--- src/rtl/nbs_pkg.sv ---
package nbs_pkg;
  localparam int SECTOR_BYTES = 528;
  localparam int MARK_INDEX   = 514;
  localparam int OFF_INDEX    = 12;
  localparam int SIZE_INDEX   = 508;
  localparam logic [7:0] MARK_VALUE = 8'h69;

  typedef enum logic [1:0] {ST_IDLE, ST_REQ, ST_RECV, ST_DONE} scanState_t;

  typedef struct packed {
    logic clrSector;
    logic take;
    logic capture;
    logic clrOut;
  } ctrlStrobe_t;
endpackage

--- src/rtl/nbs_datapath.sv ---
module nbs_datapath
  import nbs_pkg::*;
#(
  parameter int PAGE_W = 16
) (
  input  logic              clk,
  input  logic              rstN,
  input  ctrlStrobe_t       strb,
  input  logic              byteValid,
  input  logic [7:0]        byteData,
  input  logic [PAGE_W-1:0] curPage,
  output logic              sectorDone,
  output logic              hdrOk,
  output logic [15:0]       stageOffset,
  output logic [15:0]       codeSize,
  output logic [PAGE_W-1:0] hitPage
);
  localparam int IDX_W = $clog2(SECTOR_BYTES);
  localparam logic [IDX_W-1:0] LAST_IDX = IDX_W'(SECTOR_BYTES - 1);
  localparam logic [IDX_W-1:0] OFF_LO   = IDX_W'(OFF_INDEX);
  localparam logic [IDX_W-1:0] OFF_HI   = IDX_W'(OFF_INDEX + 1);
  localparam logic [IDX_W-1:0] SIZE_LO  = IDX_W'(SIZE_INDEX);
  localparam logic [IDX_W-1:0] SIZE_HI  = IDX_W'(SIZE_INDEX + 1);
  localparam logic [IDX_W-1:0] MARK_IDX = IDX_W'(MARK_INDEX);

  logic [IDX_W-1:0] byteIdx;
  logic             sigOk, markOk;
  logic [15:0]      offScratch, sizeScratch;
  logic             takeNow;
  logic [7:0]       sigExpect;

  assign takeNow    = strb.take & byteValid;
  assign sectorDone = takeNow && (byteIdx == LAST_IDX);
  assign hdrOk      = sigOk & markOk;

  always_comb begin
    case (byteIdx[1:0])
      2'd0:    sigExpect = 8'h55;
      2'd1:    sigExpect = 8'hAA;
      2'd2:    sigExpect = 8'hF0;
      default: sigExpect = 8'h0F;
    endcase
  end

  always_ff @(posedge clk or negedge rstN) begin
    if (!rstN) begin
      byteIdx     <= '0;
      sigOk       <= 1'b0;
      markOk      <= 1'b0;
      offScratch  <= '0;
      sizeScratch <= '0;
    end else if (strb.clrSector) begin
      byteIdx <= '0;
      sigOk   <= 1'b1;
      markOk  <= 1'b0;
    end else if (takeNow) begin
      byteIdx <= (byteIdx == LAST_IDX) ? '0 : byteIdx + 1'b1;
      if (byteIdx < IDX_W'(4) && byteData != sigExpect) sigOk <= 1'b0;
      if (byteIdx == MARK_IDX) markOk <= (byteData == MARK_VALUE);
      if (byteIdx == OFF_LO)   offScratch[7:0]   <= byteData;
      if (byteIdx == OFF_HI)   offScratch[15:8]  <= byteData;
      if (byteIdx == SIZE_LO)  sizeScratch[7:0]  <= byteData;
      if (byteIdx == SIZE_HI)  sizeScratch[15:8] <= byteData;
    end
  end

  always_ff @(posedge clk or negedge rstN) begin
    if (!rstN) begin
      stageOffset <= '0;
      codeSize    <= '0;
      hitPage     <= '0;
    end else if (strb.clrOut) begin
      stageOffset <= '0;
      codeSize    <= '0;
      hitPage     <= '0;
    end else if (strb.capture) begin
      stageOffset <= offScratch;
      codeSize    <= sizeScratch;
      hitPage     <= curPage;
    end
  end
endmodule

--- src/rtl/nbs_ctrl.sv ---
module nbs_ctrl
  import nbs_pkg::*;
#(
  parameter int MAX_PROBES = 50,
  localparam int PROBE_W   = $clog2(MAX_PROBES)
) (
  input  logic               clk,
  input  logic               rstN,
  input  logic               start,
  input  logic               rdAck,
  input  logic               sectorDone,
  input  logic               hdrOk,
  output logic               rdReq,
  output logic [PROBE_W-1:0] probeIdx,
  output ctrlStrobe_t        strb,
  output logic               found,
  output logic               fail
);
  localparam logic [PROBE_W-1:0] LAST_PROBE = PROBE_W'(MAX_PROBES - 1);

  scanState_t state;
  logic       idleLike;

  assign idleLike = (state == ST_IDLE) || (state == ST_DONE);
  assign rdReq    = (state == ST_REQ);

  always_comb begin
    strb           = '0;
    strb.clrSector = (state == ST_REQ);
    strb.take      = (state == ST_RECV);
    strb.capture   = (state == ST_RECV) && sectorDone && hdrOk;
    strb.clrOut    = idleLike && start;
  end

  always_ff @(posedge clk or negedge rstN) begin
    if (!rstN) begin
      state    <= ST_IDLE;
      probeIdx <= '0;
      found    <= 1'b0;
      fail     <= 1'b0;
    end else begin
      case (state)
        ST_IDLE, ST_DONE: if (start) begin
          state    <= ST_REQ;
          probeIdx <= '0;
          found    <= 1'b0;
          fail     <= 1'b0;
        end
        ST_REQ: if (rdAck) state <= ST_RECV;
        ST_RECV: if (sectorDone) begin
          if (hdrOk) begin
            found <= 1'b1;
            state <= ST_DONE;
          end else if (probeIdx == LAST_PROBE) begin
            fail  <= 1'b1;
            state <= ST_DONE;
          end else begin
            probeIdx <= probeIdx + 1'b1;
            state    <= ST_REQ;
          end
        end
        default: state <= ST_IDLE;
      endcase
    end
  end
endmodule

--- src/rtl/nand_boot_scan.sv ---
module nand_boot_scan
  import nbs_pkg::*;
#(
  parameter int PAGE_W       = 16,
  parameter int PROBE_STRIDE = 64,
  parameter int MAX_PROBES   = 50
) (
  input  logic              clk,
  input  logic              rstN,
  input  logic              start,
  output logic              rdReq,
  output logic [PAGE_W-1:0] rdPage,
  input  logic              rdAck,
  input  logic              byteValid,
  input  logic [7:0]        byteData,
  output logic              found,
  output logic              fail,
  output logic [15:0]       stageOffset,
  output logic [15:0]       codeSize,
  output logic [PAGE_W-1:0] hitPage
);
  localparam int PROBE_W = $clog2(MAX_PROBES);

  ctrlStrobe_t        strb;
  logic [PROBE_W-1:0] probeIdx;
  logic               sectorDone, hdrOk;

  assign rdPage = PAGE_W'(probeIdx) * PAGE_W'(PROBE_STRIDE);

  nbs_ctrl #(.MAX_PROBES(MAX_PROBES)) u_ctrl (
    .clk(clk), .rstN(rstN), .start(start), .rdAck(rdAck),
    .sectorDone(sectorDone), .hdrOk(hdrOk), .rdReq(rdReq),
    .probeIdx(probeIdx), .strb(strb), .found(found), .fail(fail)
  );

  nbs_datapath #(.PAGE_W(PAGE_W)) u_dp (
    .clk(clk), .rstN(rstN), .strb(strb), .byteValid(byteValid),
    .byteData(byteData), .curPage(rdPage), .sectorDone(sectorDone),
    .hdrOk(hdrOk), .stageOffset(stageOffset), .codeSize(codeSize),
    .hitPage(hitPage)
  );
endmodule

--- config.mk ---
export PLATFORM = sky130hd
export DESIGN_NAME = nand_boot_scan
export DESIGN_NICKNAME = d
export VERILOG_FILES = /design/src/rtl/nbs_pkg.sv /design/src/rtl/nbs_datapath.sv /design/src/rtl/nbs_ctrl.sv /design/src/rtl/nand_boot_scan.sv
export SDC_FILE = /design/constraint.sdc
export NUM_CORES = 1
export LEC_CHECK = 0
export CORE_ASPECT_RATIO = 1.4
export CORE_MARGIN = 2
export CORE_UTILIZATION = 50
export CTS_CLUSTER_DIAMETER = 30
export DETAILED_ROUTE_END_ITERATION = 12
export PLACE_DENSITY = 0.86
export SETUP_SLACK_MARGIN = 0.3
export SLEW_MARGIN = 25
export SYNTH_ARGS = -nofsm -noshare
export SYNTH_HDL_FRONTEND = slang
export SYNTH_SLANG_ARGS = --single-unit
--- constraint.sdc ---
create_clock -name clk -period 6.8 [get_ports clk]
set_input_delay 1.02 -clock clk [delete_from_list [all_inputs] [get_ports clk]]
set_output_delay 1.02 -clock clk [all_outputs]
set_load 0.05 [all_outputs]
==> summary.txt, run 1 <==
Outcome
  • Outcome: finished clean

Critical path
  • Worst setup SP type: input port
  • Reg-to-Reg Start: u_dp.byteIdx[6]$_DFFE_PN0P_
  • Crit path kind: input port to flip-flop
  • Crit path buf inv count: 3
  • Arrival time worst endpoint: 3.57 ns
  • Reg2reg path depth: 6
  • Reg-to-reg endpoint: u_dp.hitPage[7]$_DFFE_PN0P_
  • Largest stage delay, worst path: 0.53 ns
  • Crit path top cell by count: buf_4
  • Slowest cell on the critical path: and2_1
  • Delay-heaviest family, CP: buffers and inverters
  • CP Capture Type: flip-flop
  • Crit path max fanout: 42
  • Critical Path, Cell by Cell: clkdlybuf4s50_1, nand2_1, nor4_4, buf_4, and2_1, buf_4, o21ai_0
  • R2R Setup Slk: 3.71 ns
  • Req. time, crit path: 7.00 ns

CTS
  • Root Buffer: clkbuf_16
  • CTS tree: built
  • H-tree levels: 3
  • Count of clock tree sinks: 92
  • # Post-CTS Setup Buffers: 0
  • Post-CTS sizing: 0
  • Hold_buf cts: 0
  • Clock transition at path regs: 0.06 ns
  • Clock Latency Late Sink: 0.34 ns
  • Cts bufs inserted: 9
  • Clock Tree Buf Depth: 2

Synthesis
  • Top post-synthesis cells by area: dfrtp_1 53%, mux2_2 8.5%, nand4_1 5.7%
  • Post-synthesis compound-gate area fraction: 0.0813
  • Post-synthesis mux area share: 0.0939
  • Cells after synthesis: 423
  • Synth Register Bits: 92
  • XOR/XNOR Fraction of Synth Area: 0.00799
  • Mapped Area: 0.00438 mm²
  • Synth unique cells: 47
  • Most frequent cell after synthesis: dfrtp_1
  • Mean Syn Cell Area: 10.4 µm²
  • Most frequent cells after synthesis: 92 x dfrtp_1, 56 x nand2_1, 40 x nand4_1
  • Largest family of logic cells by synthesized area: simple AND/OR/NAND/NOR gates
  • Yosys top cell area share: 0.525
  • Asr flop ratio synth: 1.00
  • Sequential area share after synthesis: 0.525
  • Synth area leader: dfrtp_1
  • Synth Area in Adders: 0.0228
  • Area share of and/or/nand/nor cells after synthesis: 0.201
  • Top_reg_cell synth: dfrtp_1
  • Ys Warns: 0
  • EDFF count, synth: 0

STA
  • RSZ-0062 raised after global routing: no
  • Relative slew slack: 0.492
  • Setup TNS: 0 ns
  • Fmax: 0.296 GHz
  • Fin. Hold Viols: 0
  • Max-slew violations: 0
  • Worst Max-Slew Pin Slew: 0.762 ns
  • Tcrit/Tclk final: 0.496
  • Clk_skew: 0.00617 ns
  • Setup violators final: 0
  • Tmin final: 3.37 ns

Die
  • Chip Height: 115 µm
  • Core area: 0.00856 mm²
  • Rows: 40
  • Die ar.: 0.00954 mm²
  • # IOs: 80
  • Die outline width: 83.1 µm
  • Initial Util: 0.512

Pwr
  • Power, Total: 1.29 mW
  • Peak VDD IR: 0.223 mV
  • PwrDens: 247 mW/mm²
  • LEAKAGE: 2.26 nW

Layout
  • Final non-filler cell total: 577
  • Multi-input gate area: 0.00187 mm²
  • Cell area after layout: 0.00523 mm²
  • N_diodes: 0
  • Filler cell count: 690
  • Final core utilization: 0.611
  • Layout area overhead: 19.2%
  • Register area: 0.00230 mm²
  • Ratio of cells with drive above 1 in the final layout: 0.121
  • Final nets: 489

Routing
  • DR vias: 3389
  • Via density: 5.87
  • Detailed Route WL: 9.85 mm
  • # DRC: 0
  • Initial DRC count: 200
  • WL/cell: 17.1 µm
  • Pre-Repair DR Iteration Count: 4
  • Post-route ant nets: 0

Placed design
  • DP HPWL: 6.54 mm
  • Gp weighted congestion: 0.851
  • Placed cell count: 562
  • Port bufs: 59
  • DP Area: 0.00495 mm²

GRT
  • First-pass GRT wire length: 16.7 mm
  • Pin count of the biggest net entering global routing: 80
  • GRT Residual Overflow: 0
  • GRT Util Overall: 0.219
  • Initial antenna violation count: 0
  • Vias in the first global route: 3404

Worst hold path
  • HP Class: flip-flop to flip-flop
  • Cell depth of the worst hold path: 1
  • Worst hold start: u_ctrl.fail$_DFFE_PN0P_
  • WHS Endpoint: u_ctrl.fail$_DFFE_PN0P_

Flow run
  • Max-Cap Viols: 0
-- power breakdown --
| part | switching, mW | internal [mW] |
|---|---|---|
| Sequential | 0.0536 | 0.611 |
| Combinational | 0.0996 | 0.0731 |
| Clock | 0.191 | 0.264 |
| Total | 0.344 | 0.949 |
-- flip-flops by register name, summed over array words and instances, names as in the netlist --
name              count
u_ctrl.fail           1
u_ctrl.found          1
u_ctrl.probeIdx       6
u_ctrl.state          2
u_dp.byteIdx         10
u_dp.codeSize        16
u_dp.hitPage          6
u_dp.markOk           1
u_dp.offScratch      16
u_dp.sigOk            1
u_dp.sizeScratch     16
u_dp.stageOffset     16
-- metal layers --
layer	up-vias	wire, µm	track usage
li1	1568	-	-
met1	1709	4190	0.284
met2	97	5050	0.356
met3	15	409	0.0467
met4	0	195	0.102
met5	-	0	0
-- how the worst max path moves through the flow --
stage | startpoint | cells after the start | slack (ns) | endpoint
finish | byteValid | 7 | 3.43 | u_dp.hitPage[7]$_DFFE_PN0P_
global route | byteValid | 7 | 3.23 | u_ctrl.found$_DFFE_PN0P_
CTS | byteValid | 7 | 3.48 | u_dp.hitPage[7]$_DFFE_PN0P_
detailed placement | byteValid | 7 | 3.15 | u_dp.hitPage[7]$_DFFE_PN0P_
global placement | byteValid | 7 | 3.31 | u_dp.hitPage[7]$_DFFE_PN0P_
floorplan | byteValid | 5 | 4.48 | u_ctrl.probeIdx[5]$_DFFE_PN0P_
-- per-stage QoR --
| step | setup slack, ns | hold slack, ns |
|---|---|---|
| 2_1_floorplan | 4.48 | 0.474 |
| 3_3_place_gp | 3.31 | 0.485 |
| 3_5_place_dp | 3.15 | 0.493 |
| 4_1_cts | 3.48 | 0.507 |
| 5_1_grt | 3.23 | 0.516 |
| 6_report | 3.43 | 0.509 |
-- cell families after synthesis --
logic type / Yosys count
and+or+nand+nor: 164
DFF: 92
AOI/OAI and AO/OA: 62
buffers and inverters: 55
muxes: 37
adders and majority gates: 8
xor gates and xnor gates: 4
other: 1
-- area by class of cell --
cell class / instances / share of cell area
clock buffer: 13 / 0.0498
clock inverter: 2 / 0.00191
inverter: 6 / 0.00431
multi-input combinational: 295 / 0.358
sequential: 92 / 0.440
tap: 105 / 0.0251
timing repair buffer: 64 / 0.120
-- cells in the final DEF (no fill, tap or decap), types with 2 or more instances in the layout --
cell              n
a21oi_1           3
a2bb2oi_1         2
a31oi_1           2
and2_1            4
and4_1            2
buf_4             5
clkbuf_1          2
clkbuf_16         9
clkbuf_8          2
clkdlybuf4s50_1  58
clkinv_2          2
conb_1           20
dfrtp_1          92
ha_1              8
inv_1             6
mux2_2           33
mux2i_1           4
nand2_1          55
nand2b_1         10
nand3_1           9
nand4_1          40
nor2_1            8
nor3_1           12
nor3b_1           3
nor4_1            4
nor4b_1           2
o211ai_1          2
o21ai_0          26
o21ai_1          17
o22ai_1           3
or4_1             5
xnor2_1           3
Note: power is estimated with default switching activity, not from simulation.
==> inputs of run 2 (changes only) <==
--- a/config.mk
+++ b/config.mk
@@ -7,10 +7,10 @@
 export LEC_CHECK = 0
 export CORE_ASPECT_RATIO = 1.4
 export CORE_MARGIN = 2
-export CORE_UTILIZATION = 50
+export CORE_UTILIZATION = 47
 export CTS_CLUSTER_DIAMETER = 30
 export DETAILED_ROUTE_END_ITERATION = 12
-export PLACE_DENSITY = 0.86
+export PLACE_DENSITY = 0.85
 export SETUP_SLACK_MARGIN = 0.3
 export SLEW_MARGIN = 25
 export SYNTH_ARGS = -nofsm -noshare
==> constraint.sdc (replaced) <==
create_clock -name clk -period 2.9 [get_ports clk]
set_input_delay 0.435 -clock clk [delete_from_list [all_inputs] [get_ports clk]]
set_output_delay 0.435 -clock clk [all_outputs]
set_load 0.05 [all_outputs]
==> run 2 against run 1 <==
Effect of this change:
- register-to-register slack got worse by 3.3 ns
- clock skew decreased by 0.0016 ns
- critical path depth decreased by 2
- final cell count increased by 1.2%
- count of clock-buffer cells in the layout unchanged
- worst setup slack got worse by 3.0 ns
- design area increased by 1.1%
- via count increased by 3.3%
- power increased by 140%
- global-route usage decreased by 1.2 points
- largest cell class unchanged
==> summary.txt, run 2 (synthesized netlist as in run 1, its figures left out) <==
CTS
  • Cts bufs inserted: 9
  • CTS tree: built
  • Hold_buf cts: 0
  • Post-CTS sizing: 0
  • Clock Tree Buf Depth: 2
  • Clock transition at path regs: 0.06 ns
  • Root Buffer: clkbuf_16
  • H-tree levels: 3
  • Clock Latency Late Sink: 0.34 ns
  • Count of clock tree sinks: 92
  • # Post-CTS Setup Buffers: 0

Critical path
  • Critical path depth: 5
  • Crit path buf inv count: 1
  • Arrival time worst endpoint: 2.75 ns
  • Worst setup SP type: flip-flop
  • Crit path kind: flip-flop to flip-flop
  • Largest stage delay, worst path: 0.71 ns
  • Reg2reg path depth: 5
  • Req. time, crit path: 3.16 ns
  • Slowest cell on the critical path: or4_1
  • Crit path max fanout: 16
  • Delay-heaviest family, CP: simple AND/OR/NAND/NOR gates
  • CP Capture Type: flip-flop
  • Critical Path, Cell by Cell: or4_1, nor4_4, and2_1, buf_4, a2bb2oi_1

Routing
  • Detailed Route WL: 10.1 mm
  • Via density: 5.99
  • Pre-Repair DR Iteration Count: 5
  • Initial DRC count: 304
  • DR vias: 3501
  • WL/cell: 17.4 µm
  • Post-route ant nets: 0
  • # DRC: 0

STA
  • Worst Max-Slew Pin Slew: 0.640 ns
  • Setup WS post-layout: 0.411 ns
  • RSZ-0062 raised after global routing: yes
  • Fin. Hold Viols: 0
  • Tcrit/Tclk final: 0.858
  • Relative slew slack: 0.568
  • Tmin final: 2.49 ns
  • Setup violators final: 0
  • Max-slew violations: 0
  • Clk_skew: 0.00460 ns
  • Fmax: 0.402 GHz
  • Hold_ws: 0.0996 ns
  • Setup TNS: 0 ns

GRT
  • Met1 GRT Util: 0.250
  • Initial antenna violation count: 0
  • GR Util met2: 0.341
  • GRT Util Overall: 0.207
  • GRT Residual Overflow: 0
  • Pin count of the biggest net entering global routing: 48
  • First-pass GRT wire length: 16.7 mm
  • Vias in the first global route: 3489
  • Gr busiest metal: met2
  • Met3 Track Usage GR: 0.0405

Layout
  • Multi-input gate area: 0.00187 mm²
  • Final nets: 494
  • Ratio of cells with drive above 1 in the final layout: 0.134
  • N_diodes: 0
  • Register area: 0.00230 mm²
  • Filler cell count: 733
  • Commonest non-fill, non-tap cells in the layout: 92 x dfrtp_1, 58 x clkdlybuf4s50_1, 55 x nand2_1
  • Commonest non-fill, non-tap cell in the layout: dfrtp_1
  • Layout area overhead: 20.5%

Die
  • Core area: 0.00903 mm²
  • Die ar.: 0.0101 mm²
  • Rows: 41
  • Chip Height: 118 µm
  • Die outline width: 85.6 µm
  • Initial Util: 0.486
  • # IOs: 80

Placed design
  • DP HPWL: 6.96 mm
  • Port bufs: 59
  • Setup WS pre-CTS: 0.412 ns
  • Gp weighted congestion: 0.890

Outcome
  • Outcome: finished clean

Worst hold path
  • HP Class: input port to asynchronous set/reset pin

Pwr
  • LEAKAGE: 2.29 nW
  • Peak VDD IR: 0.358 mV
  • PwrDens: 578 mW/mm²

Flow run
  • Max-Cap Viols: 0
==> run 2: cell types whose count changed in the layout (fill, tap and decap cells not counted) <==
cell,delta
buf_12,+1
and4_1,-2
and4_2,+2
buf_4,+4
==> run 2: layer usage <==
layer	wire, µm	vias up	share of wire
li1	-	1576	-
met1	4110	1708	0.41
met2	5120	180	0.51
met3	562	37	0.055
met4	346	0	0.034
met5	0	-	0
==> run 2: layout make-up <==
cell class / count / share of cell area
clock buffer: 13 / 0.0493
clock inverter: 2 / 0.00189
inverter: 6 / 0.00426
multi-input combinational: 295 / 0.355
sequential: 92 / 0.436
tap: 107 / 0.0253
timing repair buffer: 69 / 0.129
==> run 2: worst register-to-register path: cells and delay by family (launching register included) <==
| kind | cells | cell delay, ns |
|---|---|---|
| buffers and inverters | 1 | 0.29 |
| flip-flops | 1 | 0.42 |
| AO/OA/AOI/OAI | 1 | 0.18 |
| AND/OR/NAND/NOR | 3 | 1.52 |
==> run 2: path summary, 6_finish.rpt <==
path                                              from                            end  slack, ns
max in group asynchronous                         rstN  u_dp.codeSize[11]$_DFFE_PN0P_       2.14
setup reg to reg           u_dp.byteIdx[7]$_DFFE_PN0P_       u_ctrl.found$_DFFE_PN0P_       0.41
min in group clk               u_ctrl.fail$_DFFE_PN0P_        u_ctrl.fail$_DFFE_PN0P_       0.51
setup / recovery           u_dp.byteIdx[7]$_DFFE_PN0P_       u_ctrl.found$_DFFE_PN0P_       0.41
hold / removal                                    rstN  u_dp.codeSize[12]$_DFFE_PN0P_        0.1
hold reg to reg                u_ctrl.fail$_DFFE_PN0P_        u_ctrl.fail$_DFFE_PN0P_       0.51
==> run 2: report_power, final <==
part	switching (mW)	total (mW)	internal, mW
combinational	0.234	0.408	0.174
clock	0.456	1.08	0.620
sequential	0.135	1.57	1.43
total	0.826	3.05	2.23
==> run 2: through the flow <==
step	instance area, µm²	power [mW]	std cells	util
2_1_floorplan	4460	1.87	442	-
3_3_place_gp	5010	1.95	569	0.554
3_5_place_dp	5010	1.98	569	0.554
4_1_cts	5280	3.05	584	0.584
5_1_grt	5280	3.17	584	0.585
6_report	5280	3.05	584	0.585
==> inputs of run 3 (changes only) <==
--- a/config.mk
+++ b/config.mk
@@ -11,6 +11,7 @@
 export CTS_CLUSTER_DIAMETER = 30
 export DETAILED_ROUTE_END_ITERATION = 12
 export PLACE_DENSITY = 0.85
+export REMOVE_ABC_BUFFERS = 1
 export SETUP_SLACK_MARGIN = 0.3
 export SLEW_MARGIN = 25
 export SYNTH_ARGS = -nofsm -noshare
==> run 3 against run 2 <==
Effect of this change:
- critical path depth down 1
- final cell count down 0.17%
- clock power about the same
- fmax up 0.82%
- register-to-register slack better by 0.02 ns
- worst hold slack better by 0.0096 ns
- largest power group unchanged
- clock skew up 0.0041 ns
- design area down 0.36%
- count of clock-buffer cells in the layout down 1
==> summary.txt, run 3 (synthesized netlist as in run 1, its figures left out) <==
Die
  • Die outline width: 85.6 µm
  • Rows: 41
  • Die ar.: 0.0101 mm²
  • Core area: 0.00903 mm²
  • Initial Util: 0.486
  • # IOs: 80
  • Chip Height: 118 µm

Critical path
  • Critical Path, Cell by Cell: or4_1, nor3_1, and4_1, mux2_2
  • Delay-heaviest family, CP: simple AND/OR/NAND/NOR gates
  • Crit path buf inv count: 0
  • CP Capture Type: flip-flop
  • Slowest cell on the critical path: or4_1
  • R2R Setup Slk: 0.43 ns
  • Worst setup SP type: flip-flop
  • Req. time, crit path: 3.12 ns
  • Arrival time worst endpoint: 2.69 ns
  • Crit path kind: flip-flop to flip-flop
  • Crit path max fanout: 8
  • Largest stage delay, worst path: 0.68 ns

GRT
  • First-pass GRT wire length: 16.6 mm
  • Pin count of the biggest net entering global routing: 77
  • GRT Residual Overflow: 0
  • Vias in the first global route: 3384
  • GRT Util Overall: 0.202
  • Initial antenna violation count: 0

STA
  • RSZ-0062 raised after global routing: no
  • Max-slew violations: 0
  • Worst Max-Slew Pin Slew: 0.697 ns
  • Tcrit/Tclk final: 0.851
  • Setup violators final: 0
  • Clk_skew: 0.00869 ns
  • Relative slew slack: 0.529
  • Tmin final: 2.47 ns
  • Fin. Hold Viols: 0
  • Setup WS post-layout: 0.432 ns
  • Fmax: 0.405 GHz

Layout
  • Final non-filler cell total: 583
  • Filler cell count: 737
  • Commonest non-fill, non-tap cells in the layout: 92 x dfrtp_1, 58 x clkdlybuf4s50_1, 55 x nand2_1
  • Multi-input gate area: 0.00187 mm²
  • Register area: 0.00230 mm²
  • Layout area overhead: 20.1%
  • Commonest non-fill, non-tap cell in the layout: dfrtp_1
  • N_diodes: 0
  • Ratio of cells with drive above 1 in the final layout: 0.130
  • Final nets: 492

CTS
  • Cts bufs inserted: 9
  • Hold_buf cts: 0
  • Count of clock tree sinks: 92
  • Clock transition at path regs: 0.06 ns
  • # Post-CTS Setup Buffers: 0
  • Clock Tree Buf Depth: 2
  • Root Buffer: clkbuf_16
  • CTS tree: built
  • Clock Latency Late Sink: 0.34 ns
  • H-tree levels: 3

Pwr
  • LEAKAGE: 2.27 nW
  • PwrDens: 575 mW/mm²
  • Peak VDD IR: 0.383 mV
  • Power, Total: 3.03 mW

Routing
  • WL/cell: 16.9 µm
  • Via density: 5.80
  • Pre-Repair DR Iteration Count: 5
  • DR vias: 3384
  • Detailed Route WL: 9.86 mm
  • Initial DRC count: 305
  • Post-route ant nets: 0
  • # DRC: 0

Flow run
  • Max-Cap Viols: 0

Worst hold path
  • HP Class: input port to asynchronous set/reset pin

Placed design
  • Placed cell count: 567
  • DP HPWL: 6.66 mm
  • Port bufs: 59
  • Setup WS pre-CTS: 0.438 ns
  • Gp weighted congestion: 0.866

Outcome
  • Outcome: finished clean
[run 3: changes by cell type in the layout (fill, tap and decap cells not counted)]
cell	previous run	this run
buf_6	1	0
clkinvlp_4	0	2
clkbuf_8	2	1
buf_4	9	8
and4_1	0	1
and4_2	2	1
[run 3: stage by stage]
step / hold slack [ns] / area (µm²) / TNS (ns) / util
after floorplan: 0.139 / 4190 / -42.02 / -
after global placement: 0.483 / 4990 / 0 / 0.553
after detailed placement: 0.487 / 4990 / 0 / 0.553
after CTS: 0.140 / 5260 / 0 / 0.583
after global routing: 0.173 / 5260 / 0 / 0.583
final: 0.109 / 5260 / 0 / 0.583
[run 3: cell type report]
type / instances / area share
multi-input combinational: 295 / 0.356
clock inverter: 4 / 0.00475
timing repair buffer: 67 / 0.126
clock buffer: 12 / 0.0468
tap: 107 / 0.0254
sequential: 92 / 0.437
inverter: 6 / 0.00428
[run 3: worst reg2reg max path: stages, from the launching register on]
cell	delay [ns]
dfrtp_1	0.42
or4_1	0.68
nor3_1	0.39
and4_1	0.48
mux2_2	0.39
[run 3: timing repair]
action / CTS / global route
endpoints found under the hold margin: 0 / 0
endpoints found under the setup margin: 0 / 1
gates resized for setup: 0 / 1
[run 3: final timing paths]
path	start	cells after the start	endpoint
worst max-delay path	u_dp.byteIdx[6]$_DFFE_PN0P_	4	u_dp.offScratch[7]$_DFFE_PN0P_
max in group asynchronous	rstN	2	u_dp.codeSize[2]$_DFFE_PN0P_
min in group clk	u_ctrl.fail$_DFFE_PN0P_	1	u_ctrl.fail$_DFFE_PN0P_
worst min register to register	u_ctrl.fail$_DFFE_PN0P_	1	u_ctrl.fail$_DFFE_PN0P_
worst min-delay path	rstN	1	u_dp.hitPage[11]$_DFFE_PN0P_
worst max register to register	u_dp.byteIdx[6]$_DFFE_PN0P_	4	u_dp.offScratch[7]$_DFFE_PN0P_
[run 3: per-layer routing]
layer	GRT usage	vias to the layer above	part of all wire
li1	-	1573	-
met1	0.263	1689	0.40
met2	0.336	104	0.53
met3	0.0342	18	0.044
met4	0.0754	0	0.021
met5	0	-	0
[run 3: report_power, final]
part / switching, mW / internal [mW] / leakage [nW]
sequential: 0.123 / 1.43 / 1.25
clock: 0.468 / 0.602 / 0.129
combinational: 0.227 / 0.172 / 0.896
